[src/rtl/scsi_datain_tx.sv]
module scsi_datain_tx #(
  parameter int CNT_W   = 16,
  parameter int PAUSE_W = 16,
  parameter int ACK_TO  = 375_000_000
) (
  input  logic               clk,
  input  logic               rst_n,
  input  logic               start,
  input  logic [CNT_W-1:0]   xfer_len,
  input  logic               pause_en,
  input  logic [CNT_W-1:0]   pause_idx,
  input  logic [PAUSE_W-1:0] pause_cycles,
  input  logic               s_valid,
  input  logic [7:0]         s_data,
  output logic               s_ready,
  input  logic               bus_ack,
  input  logic               bus_rst,
  output logic               bus_req,
  output logic [7:0]         bus_data,
  output logic               bus_parity,
  output logic               busy,
  output logic               done,
  output logic [CNT_W-1:0]   done_count,
  output logic [1:0]         done_status
);
  localparam int TO_W = $clog2(ACK_TO + 1);
  localparam logic [1:0] ST_OK = 2'd0, ST_TO = 2'd1, ST_RST = 2'd2;

  typedef enum logic [2:0] {S_IDLE, S_FETCH, S_PAUSE, S_WREL, S_WASS, S_FINAL} state_t;
  state_t state;

  logic [CNT_W-1:0]   len_q, pidx_q, sent;
  logic [PAUSE_W-1:0] pcnt;
  logic [TO_W-1:0]    tmr;
  logic               pen_q;

  wire [CNT_W-1:0] sent_nx   = sent + 1'b1;
  wire             pause_hit = pen_q && (sent == pidx_q);
  wire             expired   = (tmr == TO_W'(ACK_TO - 1));

  assign busy    = (state != S_IDLE);
  assign s_ready = (state == S_FETCH) && !pause_hit && !bus_rst;

  always_ff @(posedge clk) begin
    if (!rst_n) begin
      state       <= S_IDLE;
      len_q       <= '0;
      pidx_q      <= '0;
      pen_q       <= 1'b0;
      pcnt        <= '0;
      sent        <= '0;
      tmr         <= '0;
      bus_req     <= 1'b0;
      bus_data    <= '0;
      bus_parity  <= 1'b1;
      done        <= 1'b0;
      done_count  <= '0;
      done_status <= ST_OK;
    end else begin
      done <= 1'b0;
      if (state == S_IDLE) begin
        if (start) begin
          len_q  <= xfer_len;
          pidx_q <= pause_idx;
          pen_q  <= pause_en;
          pcnt   <= pause_cycles;
          sent   <= '0;
          tmr    <= '0;
          state  <= (xfer_len == '0) ? S_FINAL : S_FETCH;
        end
      end else if (bus_rst) begin
        bus_req     <= 1'b0;
        done        <= 1'b1;
        done_count  <= sent;
        done_status <= ST_RST;
        state       <= S_IDLE;
      end else begin
        case (state)
          S_FETCH: begin
            if (pause_hit) begin
              pen_q <= 1'b0;
              state <= S_PAUSE;
            end else if (s_valid) begin
              bus_data   <= s_data;
              bus_parity <= ~^s_data;
              tmr        <= '0;
              state      <= S_WREL;
            end
          end
          S_PAUSE: begin
            if (pcnt == '0) state <= S_FETCH;
            else            pcnt  <= pcnt - 1'b1;
          end
          S_WREL: begin
            if (!bus_ack) begin
              bus_req <= 1'b1;
              tmr     <= '0;
              state   <= S_WASS;
            end else if (expired) begin
              done        <= 1'b1;
              done_count  <= sent;
              done_status <= ST_TO;
              state       <= S_IDLE;
            end else tmr <= tmr + 1'b1;
          end
          S_WASS: begin
            if (bus_ack) begin
              bus_req <= 1'b0;
              sent    <= sent_nx;
              tmr     <= '0;
              state   <= (sent_nx == len_q) ? S_FINAL : S_FETCH;
            end else if (expired) begin
              bus_req     <= 1'b0;
              done        <= 1'b1;
              done_count  <= sent;
              done_status <= ST_TO;
              state       <= S_IDLE;
            end else tmr <= tmr + 1'b1;
          end
          S_FINAL: begin
            if (!bus_ack) begin
              done        <= 1'b1;
              done_count  <= sent;
              done_status <= ST_OK;
              state       <= S_IDLE;
            end else if (expired) begin
              done        <= 1'b1;
              done_count  <= sent;
              done_status <= ST_TO;
              state       <= S_IDLE;
            end else tmr <= tmr + 1'b1;
          end
          default: state <= S_IDLE;
        endcase
      end
    end
  end
endmodule

[config.mk]
export PLATFORM = sky130hd
export DESIGN_NAME = scsi_datain_tx
export DESIGN_NICKNAME = d
export VERILOG_FILES = /design/src/rtl/scsi_datain_tx.sv
export SDC_FILE = /design/constraint.sdc
export NUM_CORES = 1
export LEC_CHECK = 0
export ABC_AREA = 1
export BUFFER_PORTS_ARGS = -buffer_cell sky130_fd_sc_hd__buf_2
export CAP_MARGIN = 20
export CORE_MARGIN = 2
export CORE_UTILIZATION = 60
export CTS_BUF_LIST = sky130_fd_sc_hd__clkbuf_8
export DETAILED_ROUTE_END_ITERATION = 8
export PLACE_DENSITY_LB_ADDON = 0.3
export REMOVE_ABC_BUFFERS = 1
export SLEW_MARGIN = 40
export SYNTH_ARGS = -nofsm -noshare
export SYNTH_HDL_FRONTEND = slang
export SYNTH_SLANG_ARGS = --single-unit
[constraint.sdc]
create_clock -name clk -period 4.7 [get_ports clk]
set_clock_uncertainty 0.05 [all_clocks]
set_input_delay 0.94 -clock clk [delete_from_list [all_inputs] [get_ports clk]]
set_output_delay 0.94 -clock clk [all_outputs]
set_load 0.01 [all_outputs]
==> impl_metrics.sql <==
INSERT INTO impl_metrics (metric_group, metric, value, unit) VALUES
('outcome', 'run_status', 'complete, no violations', ''),
('global_routing', 'largest_net_degree_at_the_start_of_global_routing', '63', ''),
('setup_path', 'r2r_end', 'tmr[1]', ''),
('drt', 'dr_pass1_iterations', '5', ''),
('floorplanning', 'io-pin-count', '94', ''),
('final_layout', 'layout_commonest_cell', 'nand2_1', ''),
('floorplanning', 'initial_utilization', '0.613', ''),
('setup_path', 'critPathSlowestCell', 'dfxtp_1', ''),
('final_layout', 'drive_gt1_frac', '0.142', ''),
('timing', 'final.setup.tns', '0', 'ns'),
('worst_hold_path', 'hold_path_sink', 'bus_data[6]', ''),
('setup_path', 'critical_path_s_largest_stage_delay', '0.43', 'ns'),
('power_and_ir_drop', 'vdd_ir_drop_max', '0.420', 'mV'),
('drt', 'routed-via-count', '7165', ''),
('timing', 'headroom_to_the_max_slew_limit', '0.463', ''),
('global_routing', 'antenna_violations_before_repair', '0', ''),
('setup_path', 'timing.critical_path.cells', 'inv_1 > nand2_1 > nand2_1 > nor2_1 > nand3_1 > nor2_1 > nand3_2 > nand2_1 > nor2_1 > buf_2', ''),
('place', 'gp_routability_congestion', '0.948', ''),
('floorplanning', 'row_count', '39', ''),
('timing', 'hold_ws', '0.415', 'ns'),
('timing', 'timing.fmax', '323', 'MHz'),
('drt', 'route.detailed.wl_per_inst', '13.3', 'um'),
('setup_path', 'timing.critical_path.arrival', '2.11', 'ns'),
('cts', 'numCtsBuffers', '17', ''),
('place', 'place_hpwl', '12300', 'um'),
('setup_path', 'critical_path.reg2reg.startpoint', 'sent[5]', ''),
('setup_path', 'start_kind', 'register', ''),
('setup_path', 'reg2reg_setup_slack', '1.87', 'ns'),
('logic_synthesis', 'synth.lib_cells_used.distinct', '42', ''),
('timing', 'finalSetupViolCount', '0', ''),
('cts', 'tritoncts', 'done', ''),
('global_routing', 'grt_pass1_vias', '6577', ''),
('final_layout', 'finalInstanceArea', '0.00782', 'mm^2'),
('logic_synthesis', 'synth_area_per_cell', '6.50', 'um^2'),
('cts', 'post_cts_hold_buffer_count', '0', ''),
('setup_path', 'cp-end-kind', 'output pin', ''),
('setup_path', 'crit_path_max_fanout', '5', ''),
('cts', 'worst_skew_pair.late_latency', '0.47', 'ns'),
('logic_synthesis', 'yosysWarnings', '0', ''),
('final_layout', 'insertedDiodeCount', '0', ''),
('setup_path', 'cp.required', '3.71', 'ns'),
('setup_path', 'worst_path_class_setup', 'reg2out', ''),
('floorplanning', 'die_width', '112', 'um'),
('final_layout', 'top_library_cells_by_usage_in_the_layout_fill_and_taps_aside', '290 x nand2_1, 126 x dfxtp_1, 116 x nor2_1, 105 x inv_1, 93 x buf_2', ''),
('logic_synthesis', 'synth_ff_type', 'dfxtp_1', ''),
('drt', 'drcViolationCount', '0', ''),
('power_and_ir_drop', 'cellLeakagePower', '3.21', 'nW'),
('worst_hold_path', 'worst_hold_path_type', 'reg2reg', ''),
('run', 'number_of_violations_of_the_max_capacitance_limit', '0', ''),
('place', 'placement.io_buffers', '93', ''),
('global_routing', 'grt_first_pass_wirelength', '29600', 'um'),
('drt', 'met3_wirelength', '1080', 'um'),
('global_routing', 'groute.usage.overall', '0.286', ''),
('logic_synthesis', 'synthArstFlopShare', '0', ''),
('global_routing', 'grt.overflow.total', '0', ''),
('timing', 'worst_slew_pin_slew', '0.803', 'ns'),
('logic_synthesis', 'synth_cells', '1078', ''),
('drt', 'met2_length', '8140', 'um'),
('timing', 'timing.final.crit_share', '0.659', ''),
('cts', 'clockRootBuffer', 'clkbuf_8', ''),
('cts', 'clkTransAtPathRegs', '0.08', 'ns'),
('floorplanning', 'dieArea', '0.0126', 'mm^2'),
('drt', 'top_layer_used', 'met4', ''),
('worst_hold_path', 'hold_path_origin', 'bus_data[6]', ''),
('timing', 'min_period', '3.10', 'ns'),
('cts', 'cts.sinks', '126', ''),
('floorplanning', 'core_footprint', '0.0114', 'mm^2'),
('place', 'placed_area', '0.00743', 'mm^2'),
('cts', 'cts-resized-gates', '0', ''),
('worst_hold_path', 'holdPathStages', '2', ''),
('setup_path', 'reg2regPathDepth', '15', '');
==> synth_stat cells (7+ instances only) <==
library cell | number | area, um^2
nand2_1 | 290 | 1090
dfxtp_1 | 126 | 2520
nor2_1 | 116 | 435
inv_1 | 105 | 394
nand3_1 | 92 | 460
a21oi_1 | 88 | 440
o21ai_0 | 63 | 315
clkbuf_1 | 21 | 78.8
nand4_1 | 20 | 125
a31oi_1 | 13 | 81.3
nor3_1 | 13 | 65.1
xnor2_1 | 13 | 114
o21ai_1 | 12 | 60.1
buf_6 | 9 | 101
nor2_2 | 9 | 56.3
xor2_1 | 9 | 78.8
buf_2 | 7 | 35.0
o21bai_1 | 7 | 52.6
==> cell families after synthesis <==
| group | Yosys count | share of synthesized area |
|---|---|---|
| AND/OR/NAND/NOR | 568 | 0.352 |
| buffers and inverters | 159 | 0.0988 |
| adder cells (fa/ha/maj) | 5 | 0.00893 |
| AO/OA/AOI/OAI | 198 | 0.152 |
| XOR/XNOR | 22 | 0.0275 |
| flip-flops | 126 | 0.360 |
==> power breakdown <==
group	internal, mW	switching [mW]	total, mW
clock	0.482	0.458	0.940
sequential	1.19	0.0941	1.29
combinational	0.304	0.622	0.926
total	1.98	1.17	3.15
==> cell type report <==
class | count | area, um^2
Timing Repair Buffer | 98 | 503
Clock buffer | 18 | 248
Tap cell | 143 | 179
Clock inverter | 14 | 144
Sequential cell | 126 | 2520
Fill cell | 1065 | 3590
Inverter | 116 | 438
Multi-Input combinational cell | 793 | 3790
==> worst max-delay path, delay by kind of cell (launching register included) <==
kind                   cells  cell delay [ns]
AND/OR/NAND/NOR            8             0.94
flip-flops                 1             0.43
buffers and inverters      2             0.28
==> state kept, by name, indices dropped and copies added, names as in the netlist, 2 cells and up <==
name	flops
tmr	29
done_count	16
len_q	16
pcnt	16
pidx_q	16
sent	16
bus_data	8
state	3
done_status	2
==> worst max-delay path by stage <==
stage | endpoint | from | slack, ns | cells after the start
finish | s_ready | sent[5] | 1.60 | 10
global route | s_ready | sent[5] | 1.47 | 10
CTS | s_ready | sent[5] | 1.62 | 10
detailed placement | done_count[5] | bus_rst | 1.78 | 11
global placement | done_count[3] | bus_rst | 1.83 | 11
floorplan | tmr[2] | start | 1.67 | 9
==> routing by layer <==
| layer | GRT usage | vias up |
|---|---|---|
| li1 | - | 3662 |
| met1 | 0.379 | 3264 |
| met2 | 0.465 | 215 |
| met3 | 0.0751 | 24 |
| met4 | 0.0846 | 0 |
| met5 | 0 | - |
==> metrics by stage <==
step	total power [mW]	setup WS, ns	cells
finish	3.15	1.60	1308
global route	3.35	1.47	1308
CTS	3.16	1.62	1308
detailed placement	2.22	1.78	1276
global placement	2.20	1.83	1276
floorplan	1.94	1.67	1035
No activity file was read; power rests on OpenSTA's default activity.
